`src/rtl/cardclk_pkg.sv`:
```
package cardclk_pkg;

    // Ratio code width is fixed by the code encoding (3 bits, 1xx folds to /8)
    localparam int unsigned CODE_W  = 3;
    localparam int unsigned PHASE_W = 3;              // enough for a ratio of 8
    localparam int unsigned RATIO_W = PHASE_W + 1;

    typedef enum logic [2:0] {
        SRC_OFF  = 3'd0,
        SRC_INT  = 3'd1,
        SRC_LOW  = 3'd2,
        SRC_HIGH = 3'd3,
        SRC_EXT  = 3'd4,
        SRC_DIV  = 3'd5
    } src_e;

    typedef struct packed {
        src_e              src;
        logic [CODE_W-1:0] code;
    } sel_t;

    function automatic logic [CODE_W-1:0] fold_code(input logic [CODE_W-1:0] c);
        return c[CODE_W-1] ? 3'b100 : c;
    endfunction

    function automatic logic [RATIO_W-1:0] ratio_of(input logic [CODE_W-1:0] c);
        logic [RATIO_W-1:0] r;
        case (fold_code(c))
            3'b000:  r = 4'd1;
            3'b001:  r = 4'd2;
            3'b010:  r = 4'd4;
            3'b011:  r = 4'd5;
            default: r = 4'd8;
        endcase
        return r;
    endfunction

    // number of input periods the divided output stays high
    function automatic logic [RATIO_W-1:0] high_len_of(input logic [CODE_W-1:0] c);
        logic [RATIO_W-1:0] r;
        r = ratio_of(c);
        return (r == 4'd1) ? 4'd1 : (r >> 1);
    endfunction

endpackage

```
`src/rtl/cardclk_request.sv`:
```
module cardclk_request
    import cardclk_pkg::*;
(
    input  logic              if_active,
    input  logic              sync_mode,
    input  logic              sync_clk_en,
    input  logic              sel_internal,
    input  logic              force_low,
    input  logic              force_high,
    input  logic [CODE_W-1:0] div_code,
    output sel_t              req
);

    always_comb begin
        req.src  = SRC_OFF;
        req.code = '0;
        if (if_active) begin
            if (sync_mode) begin
                // internal select has no meaning here
                if (sync_clk_en)     req.src = SRC_EXT;
                else if (force_low)  req.src = SRC_LOW;
                else if (force_high) req.src = SRC_HIGH;
                else                 req.src = SRC_LOW;
            end else begin
                if (sel_internal)    req.src = SRC_INT;
                else if (force_low)  req.src = SRC_LOW;
                else if (force_high) req.src = SRC_HIGH;
                else begin
                    req.src  = SRC_DIV;
                    req.code = fold_code(div_code);
                end
            end
        end
    end

endmodule

```
`src/rtl/cardclk_switch.sv`:
```
module cardclk_switch
    import cardclk_pkg::*;
#(
    parameter logic [CODE_W-1:0] RESET_CODE = 3'b011
) (
    input  logic clk,
    input  logic rst_n,
    input  logic if_active,
    input  sel_t req,
    input  logic card_clk_q,
    output sel_t cur_d,
    output sel_t cur_q,
    output logic apply
);

    typedef struct packed {
        sel_t cur;
    } sw_state_t;

    sw_state_t st_d, st_q;

    always_comb begin
        st_d = st_q;
        if (!if_active) begin
            // deactivation overrides at once
            st_d.cur.src = SRC_OFF;
        end else if ((req != st_q.cur) &&
                     (!card_clk_q || (st_q.cur.src == SRC_HIGH))) begin
            st_d.cur = req;
        end
    end

    always_ff @(posedge clk) begin
        if (!rst_n) begin
            st_q.cur.src  <= SRC_OFF;
            st_q.cur.code <= RESET_CODE;
        end else begin
            st_q <= st_d;
        end
    end

    assign cur_d = st_d.cur;
    assign cur_q = st_q.cur;
    assign apply = (st_d.cur != st_q.cur);

    // a source change never lands while a high phase is running
    AST_NO_RUNT: assert property (@(posedge clk) disable iff (!rst_n)
        ((cur_q != $past(cur_q)) && (cur_q.src != SRC_OFF) &&
         ($past(cur_q.src) != SRC_HIGH)) |-> !$past(card_clk_q));

endmodule

```
`src/rtl/cardclk_divider.sv`:
```
module cardclk_divider
    import cardclk_pkg::*;
#(
    parameter logic [CODE_W-1:0] RESET_CODE = 3'b011
) (
    input  logic              clk,
    input  logic              rst_n,
    input  logic              ext_clk,
    input  logic              apply,
    input  logic [CODE_W-1:0] code_d,
    output logic              ext_rise,
    output logic              div_level
);

    localparam logic [RATIO_W-1:0] RST_RATIO = ratio_of(RESET_CODE);

    typedef struct packed {
        logic               ext_q;
        logic [PHASE_W-1:0] phase;
    } div_state_t;

    div_state_t st_d, st_q;
    logic [RATIO_W-1:0] last;

    always_comb begin
        st_d       = st_q;
        st_d.ext_q = ext_clk;
        ext_rise   = ext_clk && !st_q.ext_q;
        last       = ratio_of(code_d) - 4'd1;
        if (apply) begin
            // park on the final low phase so the first high starts at a rise
            st_d.phase = last[PHASE_W-1:0];
        end else if (ext_rise) begin
            if ({1'b0, st_q.phase} >= last) st_d.phase = '0;
            else                            st_d.phase = st_q.phase + 1'b1;
        end
        div_level = ({1'b0, st_d.phase} < high_len_of(code_d));
    end

    always_ff @(posedge clk) begin
        if (!rst_n) begin
            st_q.ext_q <= 1'b0;
            st_q.phase <= PHASE_W'(RST_RATIO - 4'd1);
        end else begin
            st_q <= st_d;
        end
    end

endmodule

```
`src/rtl/cardclk_gen.sv`:
```
module cardclk_gen
    import cardclk_pkg::*;
#(
    parameter logic [CODE_W-1:0] RESET_CODE = 3'b011
) (
    input  logic              clk,
    input  logic              rst_n,
    input  logic              ext_clk,
    input  logic              int_ref,
    input  logic              if_active,
    input  logic              sync_mode,
    input  logic              sync_clk_en,
    input  logic              sel_internal,
    input  logic              force_low,
    input  logic              force_high,
    input  logic [CODE_W-1:0] div_code,
    output logic              card_clk,
    output logic              int_ref_active
);

    sel_t req, cur_d, cur_q;
    logic apply, ext_rise, div_level;
    logic out_d, out_q;

    cardclk_request u_req (
        .if_active    (if_active),
        .sync_mode    (sync_mode),
        .sync_clk_en  (sync_clk_en),
        .sel_internal (sel_internal),
        .force_low    (force_low),
        .force_high   (force_high),
        .div_code     (div_code),
        .req          (req)
    );

    cardclk_switch #(.RESET_CODE(RESET_CODE)) u_sw (
        .clk        (clk),
        .rst_n      (rst_n),
        .if_active  (if_active),
        .req        (req),
        .card_clk_q (out_q),
        .cur_d      (cur_d),
        .cur_q      (cur_q),
        .apply      (apply)
    );

    cardclk_divider #(.RESET_CODE(RESET_CODE)) u_div (
        .clk       (clk),
        .rst_n     (rst_n),
        .ext_clk   (ext_clk),
        .apply     (apply),
        .code_d    (cur_d.code),
        .ext_rise  (ext_rise),
        .div_level (div_level)
    );

    always_comb begin
        case (cur_d.src)
            SRC_INT:  out_d = int_ref;
            SRC_HIGH: out_d = 1'b1;
            SRC_EXT:  out_d = ext_clk;
            SRC_DIV:  out_d = (cur_d.code == 3'b000) ? ext_clk : div_level;
            default:  out_d = 1'b0;
        endcase
    end

    always_ff @(posedge clk) begin
        if (!rst_n) out_q <= 1'b0;
        else        out_q <= out_d;
    end

    assign card_clk       = out_q;
    assign int_ref_active = (cur_q.src == SRC_INT);

    AST_OFF_LOW: assert property (@(posedge clk) disable iff (!rst_n)
        !if_active |=> !card_clk);
    AST_STATUS_OFF: assert property (@(posedge clk) disable iff (!rst_n)
        !if_active |=> !int_ref_active);
    AST_HIGH_SRC: assert property (@(posedge clk) disable iff (!rst_n)
        (cur_q.src == SRC_HIGH) |-> card_clk);
    AST_LOW_SRC: assert property (@(posedge clk) disable iff (!rst_n)
        ((cur_q.src == SRC_LOW) || (cur_q.src == SRC_OFF)) |-> !card_clk);
    AST_DIV_RISE_AT_EDGE: assert property (@(posedge clk) disable iff (!rst_n)
        ((cur_q.src == SRC_DIV) && (cur_q.code != 3'b000) && $rose(card_clk))
        |-> $past(ext_rise));

endmodule

```
`config.mk`:
```
export PLATFORM = sky130hd
export DESIGN_NAME = cardclk_gen
export DESIGN_NICKNAME = d
export VERILOG_FILES = /design/src/rtl/cardclk_pkg.sv /design/src/rtl/cardclk_request.sv /design/src/rtl/cardclk_switch.sv /design/src/rtl/cardclk_divider.sv /design/src/rtl/cardclk_gen.sv
export SDC_FILE = /design/constraint.sdc
export NUM_CORES = 1
export LEC_CHECK = 0
export BUFFER_PORTS_ARGS = -buffer_cell sky130_fd_sc_hd__buf_2
export CORE_MARGIN = 3
export CORE_UTILIZATION = 50
export DETAILED_ROUTE_END_ITERATION = 7
export HOLD_SLACK_MARGIN = 0.08
export PLACE_DENSITY_LB_ADDON = 0.2
export RECOVER_POWER = 100
export SETUP_SLACK_MARGIN = 0.1
export SYNTH_ARGS = -nofsm -noshare
export SYNTH_HDL_FRONTEND = slang
export SYNTH_SLANG_ARGS = --single-unit
```
`constraint.sdc`:
```
create_clock -name clk -period 9.2 [get_ports clk]
set_input_delay 0.46 -clock clk [delete_from_list [all_inputs] [get_ports clk]]
set_output_delay 0.46 -clock clk [all_outputs]
set_load 0.01 [all_outputs]
```
==> results by group <==
Floorplanning
  • I/O pin cnt: 15
  • Site row count: 17
  • Starting density of the core: 0.5430
  • Area enclosed by the die boundary: 0.003130 mm²
  • Width of the chip: ~56 µm
  • Core Area: 0.002297 mm²
  • Height of the chip: around 56 µm

Routing
  • Total DRC errors in the routed layout: 0
  • Iteration count of the initial detailed-routing pass: 4
  • Via density: between 6 and 7
  • Post-detailed-routing wire length: 2859 µm
  • ANT nets after route: 0
  • Via total after detailed routing: 1203
  • Routed length per placed instance: 14.51 µm
  • Iter 0 DRT Violations: 26

STA
  • Minimum clock period: 5.791 ns
  • Slew at the pin closest to its max-slew limit: ~1.6 ns
  • Post-Route Skew: 0.01023 ns
  • Setup_tns: 0 ns
  • Share of the clock period used by the worst path: 0.6295
  • Worst hold slack: 0.4290 ns
  • Headroom to the max-slew limit: -0.05401
  • Number of pins exceeding their max-slew limit in the final report: 10
  • RSZ-0062 raised after global routing: false
  • Number of endpoints failing setup at the final stage: 0
  • Fmax: 0.1727 GHz
  • Number of hold violations in the final report: 0

Setup path
  • Count of buffer and inverter cells on the critical path: 1
  • Chain of cells forming the critical path: or4b_1, a21oi_1, o2bb2ai_1, o41ai_1, a22oi_1, nand2_1, ha_1, xnor2_1, inv_1, ha_1, nor2b_1, nor3_1, o21ai_0, o21ai_0, mux2_1, ha_1, nand2_1, a21oi_1, a221o_1, o31ai_1
  • Library cell appearing most often on the critical path: sky130_fd_sc_hd__ha_1
  • Slowest-stage cell, CP: sky130_fd_sc_hd__o41ai_1
  • Type of element capturing the critical path: flop
  • Startpoint kind of the worst setup timing path: flop
  • Dominant delay contributor by cell family on the critical path: compound AO/OA/AOI/OAI gates
  • Crit path max fanout: 11
  • Critical path start-end classification: reg2reg
  • Worst EP required: 9.38 ns
  • Critical Path AT: 5.97 ns
  • Delay of the slowest critical-path stage: between 1 and 1.5 ns

Yosys
  • Count of different cell masters after synthesis: 55
  • Cell types with the largest area share after synthesis: sky130_fd_sc_hd__dfxtp_1 (18%), sky130_fd_sc_hd__ha_1 (8.0%), sky130_fd_sc_hd__nand2_1 (4.8%)
  • Share of Yosys cell area claimed by the top area cell type: 0.1765
  • Synthesized netlist cell count: 157
  • Post-Syn Nets: 178
  • Synth Flop Type: sky130_fd_sc_hd__dfxtp_1
  • Flip-flop and latch count after synthesis: 11
  • Number of enable flip-flop cells after synthesis: 0
  • Synthesized area: 0.001247 mm²
  • Part of the Yosys area used for sequential elements: 0.1765
  • Cell type with the highest aggregate area in the netlist: sky130_fd_sc_hd__dfxtp_1
  • Mean area per synthesized cell: 7.946 µm²
  • Async SR Flop Fraction: 0
  • Total of warnings raised by yosys: 0

Clock network
  • Clock root buffer: sky130_fd_sc_hd__clkbuf_4
  • Resized cells post-CTS: 0
  • Post-CTS setup repair buffer count: 0
  • TritonCTS clock tree: built
  • CTS sink count: 11
  • Number of buffers on the longest clock path: 2
  • Post-cts hold buffer count: 0
  • Clock transition time at the flip-flop clock pins of the worst setup and hold paths: 0.06 ns
  • Worst-Skew Late Latency: 0.27 ns
  • H-tree levels: 1
  • TritonCTS Buffers: 3

Finish
  • Final Net Count: 191
  • Proportion of layout cells with a drive suffix above 1: 0.1479
  • Post-synthesis to final-layout area growth: 5.116%
  • Non-filler cells in the finished layout: 197
  • Storage element area: 220.2 µm²
  • Combined area of the multi-input logic cells: about 900 µm²
  • Antenna cells: 0
  • Final-layout fill cell count: approximately 230

Pwr
  • NetSw: 0.00006269 W
  • Leakage power of the design: 0.5305 nW
  • Fraction of power consumed by sequential logic: 0.353
  • Power per unit of standard cell area: 126.1 mW/mm²
  • Fraction of power spent switching nets: 0.3790
  • Maximum ir drop on the vdd rail: slightly above 0.08 mV
  • Combinational cell fraction of total power: 0.445
  • Part of the power in the clock network: 0.201
  • Cell internal pwr: roughly 0.00010 W

Placement
  • Weighted congestion reported at the end of routability-driven placement: about 0.81
  • DP Cell Count: a little under 200
  • # port buffers: 14
  • Detailed Place HPWL: around 2300 µm

Run status
  • Outcome: finished with violations
  • Failing checks: max-capacitance violations, max-slew violations

Global route
  • Vias in the first global route: 1043
  • GRT Util Overall: 0.1784
  • Largest net degree at the start of global routing: 15
  • Antenna violations before repair: 0
  • Global-route wire length before repair: around 4600 µm
  • GRT overflow: 0

Job
  • Max-cap violations: 1

Worst hold path
  • Hold/Removal Path Class: in2reg
[cell type report]
class,count,share of cell area
Inverter,11,0.03149
Sequential cell,11,0.1679
Clock buffer,4,0.02004
Multi-Input combinational cell,129,0.7032
Tap cell,28,0.02672
Timing Repair Buffer,14,0.05057
[cells in the final DEF, fill, tap and decap left out, types with 4 or more instances in the layout]
cell	n
sky130_fd_sc_hd__a21oi_1	9
sky130_fd_sc_hd__buf_2	11
sky130_fd_sc_hd__clkbuf_1	4
sky130_fd_sc_hd__dfxtp_1	11
sky130_fd_sc_hd__ha_1	8
sky130_fd_sc_hd__inv_1	11
sky130_fd_sc_hd__mux2i_1	4
sky130_fd_sc_hd__nand2_1	16
sky130_fd_sc_hd__nand2b_1	5
sky130_fd_sc_hd__nand3b_1	5
sky130_fd_sc_hd__nor2_1	11
sky130_fd_sc_hd__nor3_1	9
sky130_fd_sc_hd__or3_1	4
[kinds of logic (layout without fill, tap and decap cells)]
kind of cell               after synthesis  after routing  share of synthesized area
DFF                                     11             11                     0.1765
muxes                                    7              7                    0.05918
AOI/OAI and AO/OA                       41             41                     0.2728
adders and majority gates                8              8                    0.08024
buffers and inverters                   17             29                    0.05817
and+or+nand+nor                         70             70                     0.3320
xor gates and xnor gates                 3              3                    0.02107
[metrics by stage]
stage	instance area [µm²]	total power, W	worst slack (ns)	utilization
6_report	1311	0.0001654	3.409	0.5708
5_1_grt	1311	0.0001788	2.985	0.5708
4_1_cts	1348	0.0001688	3.733	0.5866
3_5_place_dp	1321	0.0001354	3.566	0.5752
3_3_place_gp	1321	0.0001331	3.717	0.5752
2_1_floorplan	1247	0.0001182	4.309	-
[worst paths after layout]
check / start / endpoint / slack, ns / cells after the start
worst min-delay path: ext_clk / u_div.st_q[3]$_SDFF_PN0_ / 0.43 / 2
worst max register to register: u_sw.cur_q[5]$_SDFF_PN0_ / card_clk$_SDFF_PN0_ / 3.41 / 20
worst max-delay path: u_sw.cur_q[5]$_SDFF_PN0_ / card_clk$_SDFF_PN0_ / 3.41 / 20
worst min register to register: u_sw.cur_q[0]$_SDFF_PN1_ / u_sw.cur_q[0]$_SDFF_PN1_ / 0.62 / 2
[metal layers]
layer,GRT usage,vias up,share of wire
li1,-,605,-
met1,0.2510,559,0.48
met2,0.2787,35,0.46
met3,0.03480,4,0.052
met4,0.04407,0,0.0094
met5,0,-,0
[flip-flops by register name, summed over array words and instances (netlist names)]
name	flops
card_clk	1
u_div.st_q	4
u_sw.cur_q	6
[synthesized netlist by cell type, types with 2 or more instances]
cell and count:
sky130_fd_sc_hd__and2_1 2, sky130_fd_sc_hd__nand2b_1 5, sky130_fd_sc_hd__nor2_1 11, sky130_fd_sc_hd__or3b_2 2, sky130_fd_sc_hd__o21ai_0 3, sky130_fd_sc_hd__clkbuf_1 2
sky130_fd_sc_hd__inv_1 11, sky130_fd_sc_hd__o21a_1 3, sky130_fd_sc_hd__buf_1 2, sky130_fd_sc_hd__nand3b_1 5, sky130_fd_sc_hd__nand2_1 16, sky130_fd_sc_hd__xnor2_1 3
sky130_fd_sc_hd__mux2i_1 4, sky130_fd_sc_hd__a21oi_1 8, sky130_fd_sc_hd__nand4_1 2, sky130_fd_sc_hd__o21bai_1 3, sky130_fd_sc_hd__mux2_2 3, sky130_fd_sc_hd__ha_1 8
sky130_fd_sc_hd__nor3_1 9, sky130_fd_sc_hd__dfxtp_1 11, sky130_fd_sc_hd__or3_1 4, sky130_fd_sc_hd__a221oi_1 2, sky130_fd_sc_hd__a31oi_1 3, sky130_fd_sc_hd__o41ai_1 2
sky130_fd_sc_hd__nor2b_1 3
[power groups by stage]
| stage | Sequential (W) | Combinational [W] | Clock (W) |
|---|---|---|---|
| 4_1_cts | 0.0000585 | 0.0000764 | 0.0000339 |
| 3_3_place_gp | 0.0000593 | 0.0000738 | 0 |
| 2_1_floorplan | 0.0000560 | 0.0000622 | 0 |
| 6_report | 0.0000584 | 0.0000737 | 0.0000333 |
| 5_1_grt | 0.0000592 | 0.0000831 | 0.0000364 |
| 3_5_place_dp | 0.0000596 | 0.0000759 | 0 |
(Power assumes the default switching activity.)
